### src/rtl/scramSeqPkg.sv
package scramSeqPkg;

  typedef enum logic [3:0] {
    S_IDLE, S_ENTER, S_WAIT_IN, S_KEY0, S_KEY1, S_CTL_CLR, S_CTL_GO,
    S_HOLD, S_CLEAR, S_DRAIN, S_EXIT, S_WAIT_OUT, S_DONE
  } seqState_e;

  typedef struct packed {
    logic latchMask;
    logic cmdEnter;
    logic cmdExit;
    logic fetch;
    logic loadKey0;
    logic loadKey1;
    logic ctlClr;
    logic ctlGo;
    logic holdLoad;
    logic keyClear;
    logic drainLoad;
    logic done;
  } seqStrobe_t;

  localparam logic [1:0] CMD_ENTER = 2'b01;
  localparam logic [1:0] CMD_EXIT  = 2'b10;
  localparam logic [7:0] CTL_IDLE  = 8'h00;
  localparam logic [7:0] CTL_GO    = 8'h10;

endpackage

### src/rtl/scramSeqCtrl.sv
module scramSeqCtrl
  import scramSeqPkg::*;
(
  input  logic       clk,
  input  logic       rstN,
  input  logic       startPulse,
  input  logic       allInSref,
  input  logic       allOutSref,
  input  logic       wordTaken,
  input  logic       holdDone,
  input  logic       drainLast,
  output seqStrobe_t strb
);

  seqState_e state, nxt;

  always_ff @(posedge clk or negedge rstN) begin
    if (!rstN) state <= S_IDLE;
    else       state <= nxt;
  end

  always_comb begin
    nxt  = state;
    strb = '0;
    case (state)
      S_IDLE: begin
        strb.latchMask = startPulse;
        if (startPulse) nxt = S_ENTER;
      end
      S_ENTER: begin
        strb.cmdEnter = 1'b1;
        nxt = S_WAIT_IN;
      end
      S_WAIT_IN: if (allInSref) nxt = S_KEY0;
      S_KEY0: begin
        strb.fetch    = 1'b1;
        strb.loadKey0 = 1'b1;
        if (wordTaken) nxt = S_KEY1;
      end
      S_KEY1: begin
        strb.fetch    = 1'b1;
        strb.loadKey1 = 1'b1;
        if (wordTaken) nxt = S_CTL_CLR;
      end
      S_CTL_CLR: begin
        strb.ctlClr = 1'b1;
        nxt = S_CTL_GO;
      end
      S_CTL_GO: begin
        strb.ctlGo    = 1'b1;
        strb.holdLoad = 1'b1;
        nxt = S_HOLD;
      end
      S_HOLD: if (holdDone) nxt = S_CLEAR;
      S_CLEAR: begin
        strb.keyClear  = 1'b1;
        strb.drainLoad = 1'b1;
        nxt = S_DRAIN;
      end
      S_DRAIN: begin
        strb.fetch = 1'b1;
        if (wordTaken && drainLast) nxt = S_EXIT;
      end
      S_EXIT: begin
        strb.cmdExit = 1'b1;
        nxt = S_WAIT_OUT;
      end
      S_WAIT_OUT: if (allOutSref) nxt = S_DONE;
      S_DONE: begin
        strb.done = 1'b1;
        nxt = S_IDLE;
      end
      default: nxt = S_IDLE;
    endcase
  end

  // done never lasts longer than one cycle
  a_r10_done_single: assert property (@(posedge clk) disable iff (!rstN)
    strb.done |=> !strb.done);

  // a start seen outside idle does not return the sequencer to entry
  a_r11_busy_start_ignored: assert property (@(posedge clk) disable iff (!rstN)
    (state != S_IDLE && state != S_DONE) |=> (state != S_ENTER));

endmodule

### src/rtl/scramSeqPath.sv
module scramSeqPath
  import scramSeqPkg::*;
#(
  parameter int NCH         = 4,
  parameter int MODEW       = 8,
  parameter int WORDW       = 32,
  parameter int HOLD_CYC    = 256,
  parameter int DRAIN_WORDS = 4,
  parameter int OCC_LSB     = 8,
  parameter int OCC_W       = 8
)(
  input  logic               clk,
  input  logic               rstN,
  input  seqStrobe_t         strb,
  input  logic [NCH*MODEW-1:0] chanMode,
  input  logic [NCH-1:0]     srefStat,
  input  logic               rngValid,
  input  logic [WORDW-1:0]   rngData,
  input  logic [WORDW-1:0]   rngStatus,
  output logic               allInSref,
  output logic               allOutSref,
  output logic               wordTaken,
  output logic               holdDone,
  output logic               drainLast,
  output logic [NCH-1:0]     srefCmdWr,
  output logic [1:0]         srefCmdVal,
  output logic               rngReady,
  output logic [WORDW-1:0]   keyLo,
  output logic [WORDW-1:0]   keyHi,
  output logic               scrCtrlWr,
  output logic [7:0]         scrCtrlData,
  output logic               donePulse
);

  localparam int ACT_BITS = 4;
  localparam int HOLD_W   = $clog2(HOLD_CYC + 1);
  localparam int DRAIN_W  = $clog2(DRAIN_WORDS + 1);

  logic [NCH-1:0]     activeNow;
  logic [NCH-1:0]     activeMask;
  logic [HOLD_W-1:0]  holdCnt;
  logic [DRAIN_W-1:0] drainCnt;
  logic               occNonzero;
  logic               unusedStat;
  logic [NCH-1:0]     unusedMode;

  genvar gi;
  generate
    for (gi = 0; gi < NCH; gi++) begin : g_chan
      assign activeNow[gi]  = |chanMode[gi*MODEW +: ACT_BITS];
      if (MODEW > ACT_BITS) begin : g_hi
        assign unusedMode[gi] = ^chanMode[gi*MODEW+ACT_BITS +: MODEW-ACT_BITS];
      end else begin : g_nohi
        assign unusedMode[gi] = 1'b0;
      end
    end
  endgenerate

  assign unusedStat = ^{rngStatus[WORDW-1:OCC_LSB+OCC_W], rngStatus[OCC_LSB-1:0], unusedMode};

  always_ff @(posedge clk or negedge rstN) begin
    if (!rstN)               activeMask <= '0;
    else if (strb.latchMask) activeMask <= activeNow;
  end

  assign allInSref  = &(srefStat | ~activeMask);
  assign allOutSref = ~|(srefStat & activeMask);

  assign occNonzero = |rngStatus[OCC_LSB +: OCC_W];
  assign rngReady   = strb.fetch && occNonzero;
  assign wordTaken  = rngReady && rngValid;

  always_ff @(posedge clk or negedge rstN) begin
    if (!rstN) begin
      keyLo <= '0;
      keyHi <= '0;
    end else if (strb.keyClear) begin
      keyLo <= '0;
      keyHi <= '0;
    end else if (wordTaken) begin
      if (strb.loadKey0) keyLo <= rngData;
      if (strb.loadKey1) keyHi <= rngData;
    end
  end

  always_ff @(posedge clk or negedge rstN) begin
    if (!rstN)                holdCnt <= '0;
    else if (strb.holdLoad)   holdCnt <= HOLD_W'(HOLD_CYC - 1);
    else if (holdCnt != '0)   holdCnt <= holdCnt - 1'b1;
  end
  assign holdDone = (holdCnt == '0);

  always_ff @(posedge clk or negedge rstN) begin
    if (!rstN)                               drainCnt <= '0;
    else if (strb.drainLoad)                 drainCnt <= DRAIN_W'(DRAIN_WORDS - 1);
    else if (wordTaken && drainCnt != '0)    drainCnt <= drainCnt - 1'b1;
  end
  assign drainLast = (drainCnt == '0);

  assign srefCmdWr   = activeMask & {NCH{strb.cmdEnter | strb.cmdExit}};
  assign srefCmdVal  = strb.cmdExit ? CMD_EXIT : (strb.cmdEnter ? CMD_ENTER : 2'b00);
  assign scrCtrlWr   = strb.ctlClr | strb.ctlGo;
  assign scrCtrlData = strb.ctlGo ? CTL_GO : CTL_IDLE;
  assign donePulse   = strb.done;

  // the arming write always directly follows the clearing write
  a_r6_go_after_clear: assert property (@(posedge clk) disable iff (!rstN)
    (scrCtrlWr && scrCtrlData == CTL_GO) |->
      ($past(scrCtrlWr) && $past(scrCtrlData) == CTL_IDLE));

  // keys do not move while the hold counter runs
  a_r7_keys_held: assert property (@(posedge clk) disable iff (!rstN)
    (holdCnt != '0) |=> ($stable(keyLo) && $stable(keyHi)));

  // exit is commanded only right after the last drain word
  a_r8_exit_after_drain: assert property (@(posedge clk) disable iff (!rstN)
    strb.cmdExit |-> ($past(wordTaken) && $past(drainCnt) == '0));

endmodule

### src/rtl/scramKeySequencer.sv
module scramKeySequencer
  import scramSeqPkg::*;
#(
  parameter int NCH         = 4,
  parameter int MODEW       = 8,
  parameter int HOLD_CYC    = 256,
  parameter int DRAIN_WORDS = 4
)(
  input  logic                 clk,
  input  logic                 rstN,
  input  logic                 startPulse,
  output logic                 donePulse,
  input  logic [NCH*MODEW-1:0] chanMode,
  input  logic [NCH-1:0]       srefStat,
  output logic [NCH-1:0]       srefCmdWr,
  output logic [1:0]           srefCmdVal,
  input  logic                 rngValid,
  output logic                 rngReady,
  input  logic [31:0]          rngData,
  input  logic [31:0]          rngStatus,
  output logic [31:0]          keyLo,
  output logic [31:0]          keyHi,
  output logic                 scrCtrlWr,
  output logic [7:0]           scrCtrlData
);

  seqStrobe_t strb;
  logic allInSref, allOutSref, wordTaken, holdDone, drainLast;
  logic [NCH-1:0] liveActive;

  scramSeqCtrl u_ctrl (
    .clk        (clk),
    .rstN       (rstN),
    .startPulse (startPulse),
    .allInSref  (allInSref),
    .allOutSref (allOutSref),
    .wordTaken  (wordTaken),
    .holdDone   (holdDone),
    .drainLast  (drainLast),
    .strb       (strb)
  );

  scramSeqPath #(
    .NCH         (NCH),
    .MODEW       (MODEW),
    .WORDW       (32),
    .HOLD_CYC    (HOLD_CYC),
    .DRAIN_WORDS (DRAIN_WORDS),
    .OCC_LSB     (8),
    .OCC_W       (8)
  ) u_path (
    .clk         (clk),
    .rstN        (rstN),
    .strb        (strb),
    .chanMode    (chanMode),
    .srefStat    (srefStat),
    .rngValid    (rngValid),
    .rngData     (rngData),
    .rngStatus   (rngStatus),
    .allInSref   (allInSref),
    .allOutSref  (allOutSref),
    .wordTaken   (wordTaken),
    .holdDone    (holdDone),
    .drainLast   (drainLast),
    .srefCmdWr   (srefCmdWr),
    .srefCmdVal  (srefCmdVal),
    .rngReady    (rngReady),
    .keyLo       (keyLo),
    .keyHi       (keyHi),
    .scrCtrlWr   (scrCtrlWr),
    .scrCtrlData (scrCtrlData),
    .donePulse   (donePulse)
  );

  genvar gi;
  generate
    for (gi = 0; gi < NCH; gi++) begin : g_live
      assign liveActive[gi] = |chanMode[gi*MODEW +: 4];
    end
  endgenerate

  // command strobes reach only channels whose mode nibble is nonzero
  a_r1_cmd_active_only: assert property (@(posedge clk) disable iff (!rstN)
    (|srefCmdWr) |-> ((srefCmdWr & ~liveActive) == '0));

endmodule

### config.mk
export PLATFORM = sky130hd
export DESIGN_NAME = scramKeySequencer
export DESIGN_NICKNAME = d
export VERILOG_FILES = /design/src/rtl/scramSeqPkg.sv /design/src/rtl/scramSeqCtrl.sv /design/src/rtl/scramSeqPath.sv /design/src/rtl/scramKeySequencer.sv
export SDC_FILE = /design/constraint.sdc
export NUM_CORES = 1
export LEC_CHECK = 0
export BUFFER_PORTS_ARGS = -buffer_cell sky130_fd_sc_hd__buf_2
export CORE_UTILIZATION = 38
export CTS_BUF_LIST = sky130_fd_sc_hd__clkbuf_8
export DETAILED_ROUTE_END_ITERATION = 8
export PLACE_DENSITY = 0.68
export SYNTH_ARGS = -nofsm -noshare
export SYNTH_HDL_FRONTEND = slang
export SYNTH_SLANG_ARGS = --single-unit
export TNS_END_PERCENT = 1
### constraint.sdc
create_clock -name clk -period 2.5 [get_ports clk]
set_clock_uncertainty 0.15 [all_clocks]
set_input_delay 0 -clock clk [delete_from_list [all_inputs] [get_ports clk]]
set_output_delay 0 -clock clk [all_outputs]
set_load 0.05 [all_outputs]
# Yosys cells after proc, flatten, opt, wreduce, memory -nomap -nowiden
# Index checks and enable logic that the tools add are counted.
[totals] elab_cells=89 out_inout_bits=81 inputBits=104 reg_bits=84
[op_classes] n_eq_ne=19 muxes=31 bitwise=6 n_addsub=2 reduce_logical=25
[ops] operator="32-bit 2-to-1 mux" count=6
[ops] operator="4-bit one-hot mux with 12 select lines" count=1
[ops] operator="4-bit 2-to-1 mux" count=7
[ops] operator="4-bit == test, second input constant" count=5
[ops] operator="4-bit OR reduction" count=5
[ops] operator="9-bit 2-to-1 mux" count=2
[ops] operator="4-bit by 3-bit == test with 1-bit output, second input constant" count=4
[ops] operator="2-bit nonzero test" count=5
[ops] operator="9-bit logical NOT" count=1
[ops] operator="1-bit 2-to-1 mux" count=9
[ops] operator="9-bit nonzero test" count=1
[ops] operator="9-bit by 1-bit subtractor with 9-bit output, second input constant" count=1
[ops] operator="4-bit bitwise AND" count=2
[ops] operator="4-bit by 2-bit == test with 1-bit output, second input constant" count=2
[ops] operator="2-bit inequality test, second input constant" count=4
[ops] operator="8-bit OR reduction" count=1
[ops] operator="7-bit AND reduction" count=1
[ops] operator="2-bit 2-to-1 mux" count=3
[ops] operator="3-bit 2-to-1 mux" count=2
[ops] operator="2-bit by 1-bit inequality test with 1-bit output, second input constant" count=3
[ops] operator="5-bit 2-to-1 mux" count=1
[ops] operator="4-bit by 1-bit == test with 1-bit output, second input constant" count=1
[ops] operator="1-bit logical AND" count=4
[ops] operator="4-bit logical NOT" count=1
[ops] operator="other kinds (9)" count=11

# Longest topological paths before layout
[logic_depth] word_depth=8 mapped_depth=8 ltp_nobuf=7

# Modules after synthesis
# Synthesis repeated with hierarchy kept, for this count alone.
[unflattened] cells_unflattened=417 area_unflattened_um2=4327.9
[by_module_without_submodules] module="scramSeqPath" area_each_um2=3871.2 seq_area_each_um2=2001.9 cells_per_inst=363 instances=1
[by_module_without_submodules] module="scramSeqCtrl" area_each_um2=456.7 seq_area_each_um2=100.1 cells_per_inst=54 instances=1

# Worst setup path after synthesis
# No wires, ideal clock.
[synth_path] path_type="reg-to-output" startpoint="register u_ctrl.state[1]" endpoint="output scrCtrlWr" arrival_ns=1.950 path_stages_with_launch=4 path_slack_ns=0.400 path_cell_list="dfrtp_1 > clkbuf_1 > nand2b_1 > a21boi_0"
[synth_between] elab_chain_cells=3 word_cells_on_any_way=5
[synth_lines] element="start: declaration" line_no="scramSeqCtrl.sv:15" rtl="seqState_e state, nxt;"
[synth_lines] element="start signal: assignment" line_no="scramSeqCtrl.sv:19" rtl="else state <= nxt;"
[synth_lines] element="4-bit by 3-bit == test with 1-bit output" line_no="scramSeqCtrl.sv:25" rtl="case (state)"
[synth_lines] element="1-bit 2-to-1 mux / 2-bit 2-to-1 mux (equally long branches)" line_no="scramSeqCtrl.sv:25"
[synth_lines] element="1-bit OR *" line_no="scramSeqPath.sv:102" rtl="assign scrCtrlWr = strb.ctlClr | strb.ctlGo;"
[synth_lines] element="end: declaration" line_no="scramKeySequencer.sv:23" rtl="output logic scrCtrlWr,"
# Mark *: on every way between the ends. The rest lies on a longest branch, timed or not.

# Final worst setup path
[layout_path] startpoint="register u_ctrl.state[1]" endpoint="register u_ctrl.state[1]"
[layout_between] elab_chain_cells=8 word_cells_on_any_way=26
[layout_lines] element="4-bit by 3-bit == test with 1-bit output (tied with other cells)" line_no="scramSeqCtrl.sv:25"
[layout_lines] element="3-bit OR reduction (no line)"
[layout_lines] element="1-bit 2-to-1 mux" line_no="scramSeqCtrl.sv:25"
[layout_lines] element="1-bit logical AND" line_no="scramSeqPath.sv:70" rtl="assign rngReady = strb.fetch && occNonzero;"
[layout_lines] element="1-bit logical AND" line_no="scramSeqPath.sv:71" rtl="assign wordTaken = rngReady && rngValid;"
[layout_lines] element="1-bit logical AND" line_no="scramSeqCtrl.sv:62" rtl="if (wordTaken && drainLast) nxt = S_EXIT;"
[layout_lines] element="2-bit by 1-bit inequality test with 1-bit output (no line)"
[layout_lines] element="7-bit AND reduction (no line)"
# Parallel ways exist; a longest one is shown, timed or not.
# A chain may end at the register's enable or synchronous reset.

==> flow_metrics.tcl <==
set metrics [dict create \
    clockBufferDepth 2 \
    vias 3487 \
    slowest_stage "dfrtp_1" \
    drc 0 \
    initial_core_util_pct 39.8 \
    grt_pass1_wl_mm 16.6 \
    period_needed_ns 2.20 \
    crit_chain "xor2_1 > a32o_1 > and2_1 > o41ai_1 > o41ai_1" \
    path_max_fanout 14 \
    synth.area.top_cells "dfrtp_1 (53%), mux2i_1 (8.4%), nand2_1 (8.2%), a21oi_1 (4.6%), nor2_1 (4.0%)" \
    totalWireLength_mm 10.1 \
    path_common_cell "o41ai_1" \
    yosys_warnings 0 \
    timing.setup.tns_ns 0 \
    ys_ff_latch 84 \
    setup_viol 0 \
    antenna_found_initial 0 \
    max_freq_ghz 0.454 \
    global_route.overflow_total 0 \
    endpoint_kind "register" \
    ir_drop_uv 719 \
    holdPathStages 5 \
    max_cap_violations 0 \
    syn_area_um2 3950 \
    finalCritPeriodShare_pct 88.0 \
    async_flop_share_pct 100 \
    yosysTopAreaCellShare_pct 53.2 \
    place.gp.congestion 0.816 \
    die_y_um 104 \
    synth_edf_count 0 \
    slowest_delay_ns 0.54 \
    io_buffers 137 \
    drt_iter0_drc 148 \
    yosysMostFrequentCell "nand2_1" \
    grt_setup_unrepaired "no" \
    slew_violations 0 \
    syn_area_per_cell_um2 9.80 \
    cp_num_buf_inv 0 \
    slew_headroom_pct 54.3 \
    cts_buffers 9 \
    netlist_top_cells_count "nand2_1 (86), dfrtp_1 (84), nor2_1 (42), a21oi_1 (36), mux2i_1 (33)" \
    io_pins 185 \
    die-area_um2 10800 \
    drive_above_1_share_pct 29.5 \
    fin_nets 691 \
    clk_latency_ns 0.35 \
    total_leakage_power_nw 2.92 \
    status "completed" \
    synth_cell_types 42 \
    critical_path_class "register to register" \
    final.fill_count 908 \
    synthCells 403 \
    grt.total_usage_pct 19.2 \
    synth_flop_cell "dfrtp_1" \
    rows 36 \
    cts_sinks 84 \
    cts_tree "done" \
    grt_max_degree 85 \
    clkSlewWorstSetupHoldPaths_ns 0.09 \
    areaGrowthSynthToFinish_pct 38.1 \
    critPathTopFamily "compound AO/OA/AOI/OAI gates" \
    synth.largest_area_cell "dfrtp_1" \
    cts-root-buf "clkbuf_8" \
    tightest_slew_ns 0.682 \
    crit_cells 5 \
    r2r_cells 5 \
    die_x_um 104 \
    firstDrtPassIters 4 \
    viasPerCell 4.83 \
    critPathLaunchType "register" \
    seq_area_frac_synth_pct 53.2 \
    antenna_cells 0 \
    cp_data_arrival_time_ns 2.26 \
    fp.coreArea_um2 9910 \
    hpwl_mm 6.52 \
    grt_pass1_vias 3464 \
    wl_per_cell_um 14.0 \
    p_per_area_nw_per_um2 1350 \
    drtAntennaViolNets 0 \
    hold_violations 0 \
    critPathRequiredTime_ns 2.56 \
    post-route-util_pct 55.0 \
    ctsHtreeMaxLevel 3 \
    worst_hold_path_type "primary input to register" \
]
[layout by cell type (no fill, tap or decap), types with 2 or more instances in the layout]
master           n
bufinv_16        2
nor4_1           4
nor2b_1          6
nand2_1         86
and2_1           6
a31oi_1          2
clkinvlp_4       2
dfrtp_1         84
buf_2          136
buf_12           3
a21oi_1         36
or4_4            2
inv_1            8
dlygate4sd3_1   47
mux2i_1         33
nand2b_1         6
conb_1           7
a211oi_1         2
nand3_1          3
o21ai_0          8
xnor2_1          4
o211ai_1         3
clkbuf_8        10
nor2_1          42
nor3_1           4
o21a_1           2
and3_1           4
xor2_1           4
buf_4           10
o41ai_1          2
ha_1             3
[final cells by class]
| type | count | area [um^2] | share of cell area [%] |
|---|---|---|---|
| tap | 133 | 166 | 3.05 |
| sequential | 84 | 2100 | 38.5 |
| inverter | 8 | 30.0 | 0.551 |
| timing repair buffer | 196 | 1290 | 23.6 |
| clock inverter | 6 | 95.1 | 1.74 |
| clock buffer | 10 | 138 | 2.52 |
| multi-input combinational | 285 | 1640 | 30.0 |
[tightest hold or removal path: stages]
cell,delay [ns]
buf_2,0.11
o21a_4,0.14
nand3_1,0.11
mux2i_1,0.08
nor2_1,0.08
[registers in the layout, indices dropped and copies added, names as in the netlist]
register and cells:
u_ctrl.state 4, u_path.activeMask 4, u_path.drainCnt 3, u_path.holdCnt 9, u_path.keyHi 32, u_path.keyLo 32
[logic make-up after synthesis]
| family | share of synthesized area [%] |
|---|---|
| flip-flops | 53.2 |
| adder cells (fa/ha/maj) | 0.951 |
| buffers and inverters | 6.34 |
| other | 0.0950 |
| XOR/XNOR | 1.77 |
| AO/OA/AOI/OAI | 9.73 |
| AND/OR/NAND/NOR | 19.5 |
| multiplexers | 8.37 |
[routing by layer]
metal / vias up / wire length (um) / GRT usage, %
met5: - / 0 / 0
met4: 0 / 136 / 6.12
met3: 12 / 360 / 3.76
met2: 94 / 5200 / 34.4
met1: 1689 / 4400 / 23.0
li1: 1692 / - / -
[power breakdown]
part,internal (mW),switching [mW]
Combinational,1.08,2.83
Sequential,1.95,0.399
Clock,0.600,0.514
[per-stage QoR]
step           hold slack [ns]  setup WS [ns]  cells  instance area [um^2]  power (mW)
2_1_floorplan           -0.446          0.400    409                  3970        5.25
3_3_place_gp           -0.0818          0.394    658                  4730        6.08
3_5_place_dp           -0.0746          0.344    658                  4730        6.17
4_1_cts                 0.0274         0.0210    722                  5440        7.42
5_1_grt                 0.0433          0.118    722                  5450        7.84
6_report                0.0463          0.299    722                  5450        7.38
[final timing paths]
kind	from	end	slack (ns)
min	rngValid	u_path.drainCnt[2]$_DFFE_PN0P_	0.05
min in group asynchronous	rstN	u_path.keyLo[26]$_DFFE_PN0P_	0.06
max in group asynchronous	rstN	u_path.keyHi[3]$_DFFE_PN0P_	1.78
min reg2reg	u_path.holdCnt[8]$_DFFE_PN0P_	u_path.holdCnt[8]$_DFFE_PN0P_	0.37
max reg2reg	u_ctrl.state[1]$_DFFE_PN0P_	u_ctrl.state[1]$_DFFE_PN0P_	0.30
max	u_ctrl.state[1]$_DFFE_PN0P_	u_ctrl.state[1]$_DFFE_PN0P_	0.30
[what timing repair did]
item,in CTS,in global routing
setup buffers,0,1
hold buffers,48,0
gates resized for setup,0,2
endpoints found under the setup margin,0,1
hold endpoints to repair,153,0
(Power assumes the default switching activity.)
